--- src/rtl/pcm_amute_pkg.sv ---
package pcm_amute_pkg;
  typedef enum logic [1:0] {
    SK_NONE = 2'd0,
    SK_ZERO = 2'd1,
    SK_ONES = 2'd2
  } sil_kind_t;
endpackage

--- src/rtl/pcm_sil_classify.sv ---
module pcm_sil_classify
  import pcm_amute_pkg::*;
#(
  parameter int SW = 24
) (
  input  logic [SW-1:0] sample,
  output sil_kind_t     kind
);
  always_comb begin
    if (sample == '0)      kind = SK_ZERO;
    else if (&sample)      kind = SK_ONES;
    else                   kind = SK_NONE;
  end
endmodule

--- src/rtl/pcm_run_track.sv ---
module pcm_run_track
  import pcm_amute_pkg::*;
#(
  parameter int RUN_LEN = 8192
) (
  input  logic      clk,
  input  logic      rst,
  input  logic      en,
  input  logic      valid,
  input  sil_kind_t kind,
  output logic      mute_q,
  output logic      mute_d
);
  localparam int CW = $clog2(RUN_LEN + 1);
  localparam logic [CW-1:0] LIMIT = CW'(RUN_LEN);

  logic [CW-1:0] cnt_q, cnt_d;
  sil_kind_t     last_q, last_d;

  always_comb begin
    cnt_d  = cnt_q;
    last_d = last_q;
    mute_d = mute_q;
    if (!en) begin
      cnt_d  = '0;
      last_d = SK_NONE;
      mute_d = 1'b0;
    end else if (valid) begin
      if (kind == SK_NONE) begin
        cnt_d  = '0;
        last_d = SK_NONE;
      end else if (kind != last_q) begin
        cnt_d  = CW'(1);
        last_d = kind;
      end else if (cnt_q != LIMIT) begin
        cnt_d = cnt_q + 1'b1;
      end
      mute_d = (cnt_d == LIMIT);
    end
  end

  always_ff @(posedge clk) begin
    if (rst) begin
      cnt_q  <= '0;
      last_q <= SK_NONE;
      mute_q <= 1'b0;
    end else begin
      cnt_q  <= cnt_d;
      last_q <= last_d;
      mute_q <= mute_d;
    end
  end

  AST_CNT_BOUND: assert property (@(posedge clk) disable iff (rst)
    cnt_q <= LIMIT);
  AST_MUTE_AT_LIMIT: assert property (@(posedge clk) disable iff (rst)
    mute_q |-> (cnt_q == LIMIT));
  AST_RELEASE: assert property (@(posedge clk) disable iff (rst)
    (en && valid && kind == SK_NONE) |=> !mute_q);
  AST_DISABLED: assert property (@(posedge clk) disable iff (rst)
    !en |=> (!mute_q && cnt_q == '0));
  AST_IDLE_HOLD: assert property (@(posedge clk) disable iff (rst)
    (en && !valid) |=> ($stable(mute_q) && $stable(cnt_q)));
endmodule

--- src/rtl/pcm_static_automute.sv ---
module pcm_static_automute
  import pcm_amute_pkg::*;
#(
  parameter int NCH     = 2,
  parameter int SW      = 24,
  parameter int RUN_LEN = 8192
) (
  input  logic              clk,
  input  logic              rst,
  input  logic              enable,
  input  logic              sample_valid,
  input  logic [NCH*SW-1:0] sample_data,
  output logic [NCH-1:0]    ch_mute,
  output logic              mute_pin
);
  logic [NCH-1:0] mute_next;

  for (genvar c = 0; c < NCH; c++) begin : g_ch
    sil_kind_t kind;

    pcm_sil_classify #(.SW(SW)) u_class (
      .sample (sample_data[c*SW +: SW]),
      .kind   (kind)
    );

    pcm_run_track #(.RUN_LEN(RUN_LEN)) u_track (
      .clk    (clk),
      .rst    (rst),
      .en     (enable),
      .valid  (sample_valid),
      .kind   (kind),
      .mute_q (ch_mute[c]),
      .mute_d (mute_next[c])
    );
  end

  always_ff @(posedge clk) begin
    if (rst) mute_pin <= 1'b0;
    else     mute_pin <= |mute_next;
  end

  AST_PIN_MATCH: assert property (@(posedge clk) disable iff (rst)
    mute_pin == (|ch_mute));
endmodule

--- config.mk ---
export PLATFORM = sky130hd
export DESIGN_NAME = pcm_static_automute
export DESIGN_NICKNAME = d
export VERILOG_FILES = /design/src/rtl/pcm_amute_pkg.sv /design/src/rtl/pcm_sil_classify.sv /design/src/rtl/pcm_run_track.sv /design/src/rtl/pcm_static_automute.sv
export SDC_FILE = /design/constraint.sdc
export NUM_CORES = 1
export LEC_CHECK = 0
export ABC_AREA = 1
export BUFFER_PORTS_ARGS = -buffer_cell sky130_fd_sc_hd__buf_4
export CAP_MARGIN = 20
export CORE_ASPECT_RATIO = 1.5
export CORE_MARGIN = 4
export CORE_UTILIZATION = 45
export CTS_CLUSTER_DIAMETER = 50
export DETAILED_ROUTE_END_ITERATION = 8
export PLACE_DENSITY = 0.72
export SLEW_MARGIN = 40
export SYNTH_ARGS = -nofsm -noshare
export SYNTH_HDL_FRONTEND = slang
export SYNTH_HIERARCHICAL = 1
export SYNTH_SLANG_ARGS = --single-unit
export TNS_END_PERCENT = 50
--- constraint.sdc ---
create_clock -name clk -period 2.75 [get_ports clk]
set_input_delay 0.55 -clock clk [delete_from_list [all_inputs] [get_ports clk]]
set_output_delay 0.55 -clock clk [all_outputs]
set_load 0.01 [all_outputs]
# ---- Word level (Yosys, flattened, before mapping)
# Index checks and enable logic that the tools add are counted.
dict set report totals {
  output_inout_bits 3
  elab_cells 50
  n_memories 0
  register_bits 35
  latch_bits 0
  romBits 0
  input_bits 52
  ramBits 0
}
dict set report classes {
  eq_ne 6
  n_lt_le_gt_ge 0
  bitwise_logic 1
  div 0
  mul 0
  shift 0
  n_mux 22
  addsub 2
  n_reduce_logical 12
}
# cell count
set op_table {}
lappend op_table {{$mux W14} 10}
lappend op_table {{$logic_not A24 Y1} 2}
lappend op_table {{$reduce_and A24 Y1} 2}
lappend op_table {{$add A14 B1 Y14 const B} 2}
lappend op_table {{$eq A14 B14 Y1 const B} 2}
lappend op_table {{$ne A14 B14 Y1 const B} 2}
lappend op_table {{$mux W2} 8}
lappend op_table {{$logic_not A2 Y1} 2}
lappend op_table {{$mux W1} 4}
lappend op_table {{$ne A2 B2 Y1} 2}
lappend op_table {{$reduce_and A2 Y1} 2}
lappend op_table {{$reduce_bool A2 Y1} 2}
lappend op_table {{$reduce_or A2 Y1} 2}
lappend op_table {{$not A1 Y1} 1}

# ---- Depth between registers and ports, before layout
# Gate-level depths: netlist (run 1).
dict set report depth {
  word_depth 12
  mapped_depth 19
  ltp_nobuf 19
}

# ---- Cells and area by module
# The synthesis (run 1) kept the hierarchy.
# module seq_area_each_um2 area_each_um2 cells_per_inst instances
set modules_own_cells {}
lappend modules_own_cells {pcm_run_track 340.3 1214.9 199 2}
lappend modules_own_cells {pcm_sil_classify 0.0 188.9 47 2}
lappend modules_own_cells {pcm_static_automute 20.0 27.5 3 1}

# ---- Least setup slack after synthesis (run 1)
# Ideal clock, no wire load.
dict set report synth_timing {
  path_type {input to register}
  from {in sample_data[26]}
  to {reg mute_pin}
  setup_slack_ns 0.648
  stages 19
  required_ns 2.639
  arrival_time_ns 1.991
  cell_sequence {nand2_1 -> inv_1 -> nand2_1 -> nor2_1 -> nand2_1 -> nor2_2 -> inv_2 -> nand2_1 -> nand2_1 -> nor2_2 -> nand2_1 -> nor2_1 -> nand2_2 -> nand3_1 -> nor2_1 -> nand4_1 -> a21oi_1 -> nor2_1 -> nor2_1}
}
dict set report synth_via {
  elab_chain_cells 12
  word_cells_on_any_way 14
}
# element line
set synth_rtl {}
lappend synth_rtl {{start, declared} pcm_static_automute.sv:12} ;# input logic [NCH*SW-1:0] sample_data,
lappend synth_rtl {{$reduce_and A24 Y1} pcm_sil_classify.sv:11} ;# else if (&sample) kind = SK_ONES;
lappend synth_rtl {{$mux W2} pcm_sil_classify.sv:11}
lappend synth_rtl {{$mux W2 *} pcm_sil_classify.sv:10} ;# if (sample == '0) kind = SK_ZERO;
lappend synth_rtl {{named net g_ch[1].kind[1]} pcm_static_automute.sv:19} ;# sil_kind_t kind;
lappend synth_rtl {{$ne A2 B2 Y1} pcm_run_track.sv:32} ;# end else if (kind != last_q) begin
lappend synth_rtl {{$mux W14} pcm_run_track.sv:32}
lappend synth_rtl {{$mux W14 *} pcm_run_track.sv:29} ;# if (kind == SK_NONE) begin
lappend synth_rtl {{$mux W14 *} pcm_run_track.sv:28} ;# end else if (valid) begin
lappend synth_rtl {{$mux W14 *} pcm_run_track.sv:24} ;# if (!en) begin
lappend synth_rtl {{$eq A14 B14 Y1 *} pcm_run_track.sv:38} ;# mute_d = (cnt_d == LIMIT);
lappend synth_rtl {{$mux W1 *} pcm_run_track.sv:28}
lappend synth_rtl {{$mux W1 *} pcm_run_track.sv:24}
lappend synth_rtl {{named net mute_next[1]} pcm_static_automute.sv:16} ;# logic [NCH-1:0] mute_next;
lappend synth_rtl {{$reduce_or A2 Y1 *} pcm_static_automute.sv:39} ;# else mute_pin <= |mute_next;
lappend synth_rtl {{end signal, assigned} pcm_static_automute.sv:39}
lappend synth_rtl {{end, declared} pcm_static_automute.sv:14} ;# output logic mute_pin
# The timed path passes the listed nets; every way through them passes the cells marked *. The select of a mux whose other input is x is not followed.
# A chain may end at the register's enable or synchronous reset.

# ---- Worst setup path in the final report (run 1)
dict set report layout_timing {
  from {in sample_data[43]}
  to {reg mute_pin}
}
dict set report layout_via {
  word_cells_on_any_way 14
}
# element line
set layout_lines {}
lappend layout_lines {{$logic_not A24 Y1 *} pcm_sil_classify.sv:10}
lappend layout_lines {{$mux W2 *} pcm_sil_classify.sv:10}
lappend layout_lines {{named net g_ch[1].kind[0]} pcm_static_automute.sv:19}
lappend layout_lines {{$ne A2 B2 Y1} pcm_run_track.sv:32}
lappend layout_lines {{$mux W14} pcm_run_track.sv:32}
lappend layout_lines {{$mux W14 *} pcm_run_track.sv:29}
lappend layout_lines {{$mux W14 *} pcm_run_track.sv:28}
lappend layout_lines {{$mux W14 *} pcm_run_track.sv:24}
lappend layout_lines {{$eq A14 B14 Y1 *} pcm_run_track.sv:38}
lappend layout_lines {{$mux W1 *} pcm_run_track.sv:28}
lappend layout_lines {{$mux W1 *} pcm_run_track.sv:24}
lappend layout_lines {{named net mute_next[1]} pcm_static_automute.sv:16}
lappend layout_lines {{$reduce_or A2 Y1 *} pcm_static_automute.sv:39}
# Marked as above.

==> results.json, run 1 <==
{
  "p_leak_nw": 1.496,
  "gp_congestion": 0.9038,
  "switching_share_pct": 27.12,
  "grt_max_degree": 35,
  "leading_area_contributor_after_synthesis": "sky130_fd_sc_hd__dfxtp_1",
  "post-cts-setup-buffer-count": 0,
  "grt_use_met3_pct": 2.958,
  "grt_use_met2_pct": 38.89,
  "io_pins": 55,
  "timing.critical_path.from_type": "input port",
  "postCtsResizedCells": 0,
  "drt-wirelength-per-cell_um": 11.77,
  "comb_power_share_pct": 16.1,
  "layout.filler_cells": 652,
  "initial_core_util_pct": 46.24,
  "antenna_found_initial": 0,
  "setup_tns_ns": 0,
  "synth.lib_cells_used.distinct": 21,
  "placement.io_buffers": 54,
  "setup_violations": 0,
  "synthCells": 495,
  "ctsRootBufferMaster": "sky130_fd_sc_hd__clkbuf_8",
  "cts.reportedPaths.clkPinSlew_ns": 0.07,
  "dr.pass1.iters": 4,
  "hold_slack_ns": 0.4314,
  "holdBufCountCts": 0,
  "placeableCoreArea_um2": 6131,
  "clkSinkCount": 35,
  "setup.worst_path.class": "in2reg",
  "num_rows": 35,
  "worst_slack_ns": 0.4988,
  "total_switching_power_uw": 298.4,
  "place_ws_ns": 0.2039,
  "grt_pass1_vias": 3057,
  "slew_violations": 0,
  "count_of_antenna_violating_nets_left_after_detailed_routing": 0,
  "timing_hold_violations_final": 0,
  "max_freq_ghz": 0.4442,
  "floorplan.die.width_um": 72.81,
  "dp_hpwl_um": 5856,
  "top_usage_layer": "met2",
  "grt_usage_pct": 20.56,
  "post_synth_instance_area_um2": 2835,
  "antenna_diode_instance_count": 0,
  "clock_insertion_delay_at_the_later_pin_of_the_skew_report_ns": 0.29,
  "drive_gt1_share_pct": 19.82,
  "routed_via_count_divided_by_cell_count": 5.123,
  "drt_iter0_drc": 147,
  "layout_commonest_cell": "sky130_fd_sc_hd__nand2_1",
  "cts_htree_levels": 2,
  "synthToLayoutAreaGrowth_pct": 20.12,
  "ys_top_cells_by_area": "sky130_fd_sc_hd__dfxtp_1, sky130_fd_sc_hd__nand2_1, sky130_fd_sc_hd__nor2_1, sky130_fd_sc_hd__inv_1, sky130_fd_sc_hd__a21oi_1",
  "cts_tree": "done",
  "timing.slew.headroom_pct": 73.93,
  "p_clk_share_pct": 35.0,
  "min_period_ns": 2.251,
  "die_area_um2": 7661,
  "synthesis.yosys.warnings": 6,
  "grt_first_pass_wirelength_um": 12900,
  "tritoncts.num_buffers": 5,
  "ys_seq_elements": 35,
  "nature_of_the_critical_path_endpoint": "flop",
  "p_seq_share_pct": 48.9,
  "timing.final.crit_share_pct": 81.86,
  "number_of_nets_produced_by_synthesis": 551,
  "synth_sequential_area_ratio_pct": 24.71,
  "syn-mean-instance-area_um2": 5.728,
  "grtUsageMet1_pct": 21.93,
  "max_slew.worst_pin.slew_ns": 0.3897,
  "most-common-layout-cells": "sky130_fd_sc_hd__nand2_1, sky130_fd_sc_hd__nor2_1, sky130_fd_sc_hd__buf_4",
  "die_height_um": 105.2,
  "detail_route.drc_violations": 0,
  "yosys.area.top_type_share_pct": 24.71,
  "detailroute.via_count": 3197,
  "status": "finished clean",
  "totalPowerFinal_mw": 1.100,
  "maxCapViolCount": 0,
  "worst_clock_skew_ns": 0.007321,
  "rsz0062_at_grt": "no",
  "power_report.internal_total_uw": 802.0,
  "min_path_type": "in2reg",
  "crit_path_max_fanout": 5,
  "drt_wl_total_um": 7343,
  "largest_buffer_count_on_any_clock_path": 2,
  "worst_ep_arrival_time_ns": 2.44,
  "timing.critical_path.required_ns": 2.94,
  "finish.net_count": 606,
  "power_density_nw_per_um2": 323.1,
  "vdd_ir_drop_max_mv": 0.2074,
  "grt-ovfl-total": 0
}
## worst max-delay path, stage by stage
cell                      delay (ns)
sky130_fd_sc_hd__buf_4          0.11
sky130_fd_sc_hd__nor2_1         0.09
sky130_fd_sc_hd__nand2_1        0.06
sky130_fd_sc_hd__nor2_1         0.10
sky130_fd_sc_hd__nand2_1        0.08
sky130_fd_sc_hd__nor2_2         0.14
sky130_fd_sc_hd__inv_1          0.06
sky130_fd_sc_hd__nand2_1        0.05
sky130_fd_sc_hd__nand2_1        0.10
sky130_fd_sc_hd__nor2_2         0.23
sky130_fd_sc_hd__nand2_1        0.18
sky130_fd_sc_hd__nor2_1         0.15
sky130_fd_sc_hd__nand2_1        0.08
sky130_fd_sc_hd__nand2_1        0.06
sky130_fd_sc_hd__nor2_1         0.05
sky130_fd_sc_hd__nand4_1        0.12
sky130_fd_sc_hd__a21oi_1        0.08
sky130_fd_sc_hd__nor2_1         0.10
sky130_fd_sc_hd__nor2_1         0.04
## layout make-up
cell class / instances / area, um2 / area share [%]
Multi-Input combinational cell: 388 / 1857 / 54.52
Sequential cell: 35 / 700.7 / 20.57
Timing Repair Buffer: 58 / 435.4 / 12.78
Inverter: 62 / 232.7 / 6.833
Tap cell: 74 / 92.59 / 2.719
Clock buffer: 6 / 82.58 / 2.425
Clock inverter: 1 / 5.005 / 0.1470
## flip-flops by register name (all words and copies together) (netlist names)
name,count
g_ch.u_track/mute_q,2
mute_pin,1
g_ch.u_track/cnt_q,28
g_ch.u_track/last_q,4
## power groups by stage
stage	Combinational, mW	Sequential, mW	Clock, mW
6_report	0.177	0.538	0.386
4_1_cts	0.178	0.537	0.395
3_5_place_dp	0.177	0.549	0
3_3_place_gp	0.172	0.549	0
5_1_grt	0.203	0.540	0.416
2_1_floorplan	0.0951	0.543	0
## logic make-up after synthesis
kind of cell             Yosys count  synth area share [%]
AND/OR/NAND/NOR                  308                 49.69
flip-flops                        35                 24.71
adder cells (fa/ha/maj)            4                 1.765
AO/OA/AOI/OAI                     74                 13.42
buffers and inverters             72                 9.797
XOR/XNOR                           2                0.6179
## synth_stat cells
| master | count |
|---|---|
| sky130_fd_sc_hd__a211oi_1 | 2 |
| sky130_fd_sc_hd__nor2_4 | 4 |
| sky130_fd_sc_hd__inv_2 | 6 |
| sky130_fd_sc_hd__nand3_2 | 4 |
| sky130_fd_sc_hd__xor2_1 | 2 |
| sky130_fd_sc_hd__nor2_1 | 78 |
| sky130_fd_sc_hd__ha_1 | 4 |
| sky130_fd_sc_hd__nor2_2 | 20 |
| sky130_fd_sc_hd__clkbuf_1 | 8 |
| sky130_fd_sc_hd__nand2_2 | 8 |
| sky130_fd_sc_hd__or2_1 | 4 |
| sky130_fd_sc_hd__nand4_1 | 18 |
| sky130_fd_sc_hd__nand2_1 | 132 |
| sky130_fd_sc_hd__o21ai_0 | 30 |
| sky130_fd_sc_hd__dfxtp_1 | 35 |
| sky130_fd_sc_hd__o21bai_1 | 2 |
| sky130_fd_sc_hd__a21oi_1 | 40 |
| sky130_fd_sc_hd__inv_1 | 56 |
| sky130_fd_sc_hd__nor3_4 | 2 |
| sky130_fd_sc_hd__nand3_1 | 38 |
| sky130_fd_sc_hd__buf_4 | 2 |
## worst paths after layout
kind / start / end / slack [ns] / cells after the start
max: sample_data[43] / mute_pin / 0.50 / 19
min: rst / mute_pin / 0.43 / 2
max reg2reg: g_ch[1].u_track/cnt_q[1] / mute_pin / 0.81 / 12
min reg2reg: g_ch[1].u_track/last_q[0] / g_ch[1].u_track/last_q[0] / 0.47 / 2
## through the flow
stage | util, % | instances | instance area (um2)
after floorplan | - | 495 | 2835
after global placement | 54.12 | 617 | 3318
after detailed placement | 54.12 | 617 | 3318
after CTS | 55.55 | 624 | 3406
after global routing | 55.55 | 624 | 3406
final | 55.55 | 624 | 3406
## metal layers
layer,vias up,share of wire [%]
met3,18,2.9
li1,1690,-
met1,1422,39
met4,0,2.5
met5,-,0
met2,67,56
(Power assumes the default switching activity.)
==> inputs of run 2 (changes only) <==
--- a/config.mk
+++ b/config.mk
@@ -5,7 +5,7 @@
 export SDC_FILE = /design/constraint.sdc
 export NUM_CORES = 1
 export LEC_CHECK = 0
-export ABC_AREA = 1
+export ABC_AREA = 0
 export BUFFER_PORTS_ARGS = -buffer_cell sky130_fd_sc_hd__buf_4
 export CAP_MARGIN = 20
 export CORE_ASPECT_RATIO = 1.5
==> constraint.sdc (replaced) <==
create_clock -name clk -period 2.23 [get_ports clk]
set_input_delay 0.446 -clock clk [delete_from_list [all_inputs] [get_ports clk]]
set_output_delay 0.446 -clock clk [all_outputs]
set_load 0.01 [all_outputs]
==> run 2 against run 1 <==
Compared with the run above:
- the flow now finishes with violations (negative setup slack)
- sequential share of layout area fell by 1.2 points
- largest cell class unchanged
- count of clock-buffer cells in the layout rose by 2
- area after synthesis fell by 3.0%
- critical path type unchanged
- register-to-register slack got worse by 0.74 ns
- combinational power fell by 24%
==> results.json, run 2 <==
{
  "rsz0062_at_grt": "yes",
  "max_slew.worst_pin.slew_ns": 0.7339,
  "hold_path_depth": 2,
  "post_synth_fa_ha_maj_area_fraction_pct": 1.820,
  "gp_congestion": 0.9437,
  "drt-wirelength-per-cell_um": 15.38,
  "violations": "negative setup slack",
  "initial_core_util_pct": 46.85,
  "place_area_um2": 3393,
  "maxCapViolCount": 0,
  "setup_violations": 4,
  "antenna_found_initial": 0,
  "timing.critical_path.from_type": "input port",
  "synth-async-reset-ratio_pct": 0,
  "crit_path_max_fanout": 3,
  "slew_violations": 0,
  "grt-ovfl-total": 0,
  "drt_iter0_drc": 97,
  "finish.net_count": 484,
  "number_of_nets_produced_by_synthesis": 414,
  "p_leak_nw": 1.309,
  "drt_wl_total_um": 7706,
  "setup.worst_path.class": "in2reg",
  "multi_input_gate_area_in_the_final_layout_um2": 2001,
  "tritoncts.num_buffers": 5,
  "crit_path_start": "sample_data[45]",
  "register_area_um2": 700.7,
  "timing_hold_violations_final": 0,
  "synth.lib_cells_used.distinct": 46,
  "largestRegisters": "g_ch.u_track/cnt_q (28), g_ch.u_track/last_q (4), g_ch.u_track/mute_q (2)",
  "placement.io_buffers": 54,
  "leading_area_contributor_after_synthesis": "sky130_fd_sc_hd__dfxtp_1",
  "post-route-util_pct": 61.62,
  "yosys.area.top_type_share_pct": 25.48,
  "die_area_um2": 7452,
  "syn-mean-instance-area_um2": 7.682,
  "grt_max_degree": 18,
  "status": "finished, violations left",
  "synth_sequential_area_ratio_pct": 25.48,
  "max_freq_ghz": 0.4412,
  "rr_worst_depth": 9,
  "detail_route.drc_violations": 0,
  "compound_gate_fraction_of_synth_area_pct": 18.74,
  "synthesis.yosys.warnings": 6,
  "io_pins": 55,
  "count_of_antenna_violating_nets_left_after_detailed_routing": 0,
  "worst_clock_skew_ns": 0.004826,
  "synthToLayoutAreaGrowth_pct": 31.53,
  "timing.critical_path.required_ns": 2.44,
  "holdCritStartpoint": "rst",
  "finalInstanceArea_um2": 3617,
  "synth.top_cells.by_count": "sky130_fd_sc_hd__nor2_1, sky130_fd_sc_hd__dfxtp_1, sky130_fd_sc_hd__a21oi_1",
  "layout.filler_cells": 527,
  "vdd_ir_drop_max_mv": 0.2927,
  "dp_hpwl_um": 5886,
  "nature_of_the_critical_path_endpoint": "flop",
  "post_synth_xor_area_fraction_pct": 4.459,
  "worst_ep_arrival_time_ns": 2.47,
  "min_path_type": "in2reg",
  "routed_via_count_divided_by_cell_count": 5.741,
  "cts_tree": "done",
  "min_period_ns": 2.266,
  "timing.final.crit_share_pct": 101.6,
  "clkSinkCount": 35,
  "grt_first_pass_wirelength_um": 12690,
  "hold_slack_ns": 0.4319,
  "reg2reg_end": "mute_pin",
  "timing.slew.headroom_pct": 51.07,
  "flip_flop_count_of_the_largest_register_after_layout": 28,
  "synth_flop_cell": "sky130_fd_sc_hd__dfxtp_1",
  "cts_htree_levels": 2,
  "largest-register": "g_ch.u_track/cnt_q",
  "synth_top_family_by_area": "simple AND/OR/NAND/NOR gates",
  "placeableCoreArea_um2": 5871,
  "post_synth_mux_area_share_pct": 2.184,
  "dr.pass1.iters": 4,
  "num_rows": 34,
  "most-common-layout-cells": "sky130_fd_sc_hd__buf_4, sky130_fd_sc_hd__nor2_1, sky130_fd_sc_hd__dfxtp_1",
  "synthCells": 358,
  "ys_seq_elements": 35,
  "timing.reg2reg.setup_slack_ns": 0.07,
  "antenna_diode_instance_count": 0,
  "ctsRootBufferMaster": "sky130_fd_sc_hd__clkbuf_8",
  "setup_tns_ns": -0.08877,
  "synth-edff-count": 0,
  "yosys.area_share.simple_pct": 40.31,
  "power_density_nw_per_um2": 352.4,
  "drive_gt1_share_pct": 34.03,
  "die_height_um": 103.7,
  "ys_top_cells_by_area": "sky130_fd_sc_hd__dfxtp_1, sky130_fd_sc_hd__a21oi_1, sky130_fd_sc_hd__nor2_1, sky130_fd_sc_hd__xnor2_1, sky130_fd_sc_hd__o21ai_0",
  "floorplan.die.width_um": 71.83,
  "cts.reportedPaths.clkPinSlew_ns": 0.08,
  "layout_commonest_cell": "sky130_fd_sc_hd__buf_4",
  "holdPathEnd": "mute_pin",
  "yosys.cell_count.top_type": "sky130_fd_sc_hd__nor2_1",
  "worst_r2r_src": "g_ch[0].u_track/cnt_q[0]",
  "grt_usage_pct": 20.39,
  "holdBufCountCts": 0,
  "largest_buffer_count_on_any_clock_path": 2,
  "grt_pass1_vias": 2928,
  "detailroute.via_count": 2876,
  "clock_insertion_delay_at_the_later_pin_of_the_skew_report_ns": 0.28,
  "post_synth_instance_area_um2": 2750,
  "worst_slack_ns": -0.03638
}
run 2: changes by cell type in the layout (fill, tap and decap cells not counted), moves of 9 or more:
cell,before,now
sky130_fd_sc_hd__nor2_1,78,36
sky130_fd_sc_hd__nand3_1,38,12
sky130_fd_sc_hd__xnor2_1,0,12
sky130_fd_sc_hd__a21oi_1,40,29
sky130_fd_sc_hd__or3_1,0,9
sky130_fd_sc_hd__nand2_1,132,30
sky130_fd_sc_hd__nor4_1,0,9
sky130_fd_sc_hd__nor2_2,20,2
sky130_fd_sc_hd__buf_4,58,76
sky130_fd_sc_hd__o21ai_0,30,20
sky130_fd_sc_hd__nor3_2,0,10
sky130_fd_sc_hd__inv_1,56,12
run 2: logic make-up after synthesis:
kind of cell,count (synthesis)
AND/OR/NAND/NOR,188
multiplexers,6
flip-flops,35
adder cells (fa/ha/maj),4
AO/OA/AOI/OAI,77
XOR/XNOR,14
buffers and inverters,34
run 2: layout make-up:
cell class,instances,share of cell area [%]
Multi-Input combinational cell,289,55.31
Sequential cell,35,19.37
Timing Repair Buffer,85,18.82
Clock buffer,8,2.767
Tap cell,72,2.490
Inverter,12,1.245
run 2: power breakdown:
| group | total (mW) | leakage [nW] | switching (mW) | internal [mW] |
|---|---|---|---|---|
| Clock | 0.515 | 0.0515 | 0.233 | 0.282 |
| Combinational | 0.135 | 0.975 | 0.0616 | 0.0735 |
| Sequential | 0.624 | 0.282 | 0.00000000513 | 0.624 |
| Total | 1.27 | 1.31 | 0.295 | 0.980 |
run 2: critical path: stages:
cell	delay, ns
sky130_fd_sc_hd__buf_6	0.08
sky130_fd_sc_hd__nand4_1	0.10
sky130_fd_sc_hd__or4_4	0.56
sky130_fd_sc_hd__nor3_4	0.19
sky130_fd_sc_hd__and4bb_1	0.28
sky130_fd_sc_hd__a31oi_4	0.05
sky130_fd_sc_hd__buf_6	0.13
sky130_fd_sc_hd__nand3b_1	0.15
sky130_fd_sc_hd__or3_1	0.33
sky130_fd_sc_hd__a21oi_1	0.15
run 2: how the worst max path moves through the flow:
stage / slack, ns / endpoint / cells after the start
finish: -0.04 / g_ch[1].u_track/cnt_q[11] / 10
global placement: -0.29 / g_ch[1].u_track/cnt_q[1] / 10
global route: -0.1 / g_ch[1].u_track/cnt_q[9] / 12
detailed placement: -0.36 / g_ch[1].u_track/cnt_q[11] / 10
CTS: -0.06 / g_ch[1].u_track/cnt_q[11] / 10
floorplan: -0.24 / mute_pin / 11
run 2: metrics by stage:
| step | power, mW | setup WS (ns) | std cells |
|---|---|---|---|
| after floorplan | 0.6721 | -0.2405 | 358 |
| after global placement | 0.7612 | -0.2902 | 490 |
| after detailed placement | 0.7655 | -0.3612 | 490 |
| after CTS | 1.274 | -0.06384 | 498 |
| after global routing | 1.317 | -0.09698 | 501 |
| final | 1.275 | -0.03638 | 501 |
run 2: per-layer routing:
metal	GRT usage [%]	up-vias	wire length (um)
met5	0	-	0
met4	7.527	0	208
met3	3.585	18	160
met2	38.82	45	4402
met1	21.39	1369	2935
li1	-	1444	-
run 2: repair_timing:
item                       CTS  global route
resized for setup            1            25
setup endpoints to repair    8            24
setup buffers                0             3
pin swaps                    2             5
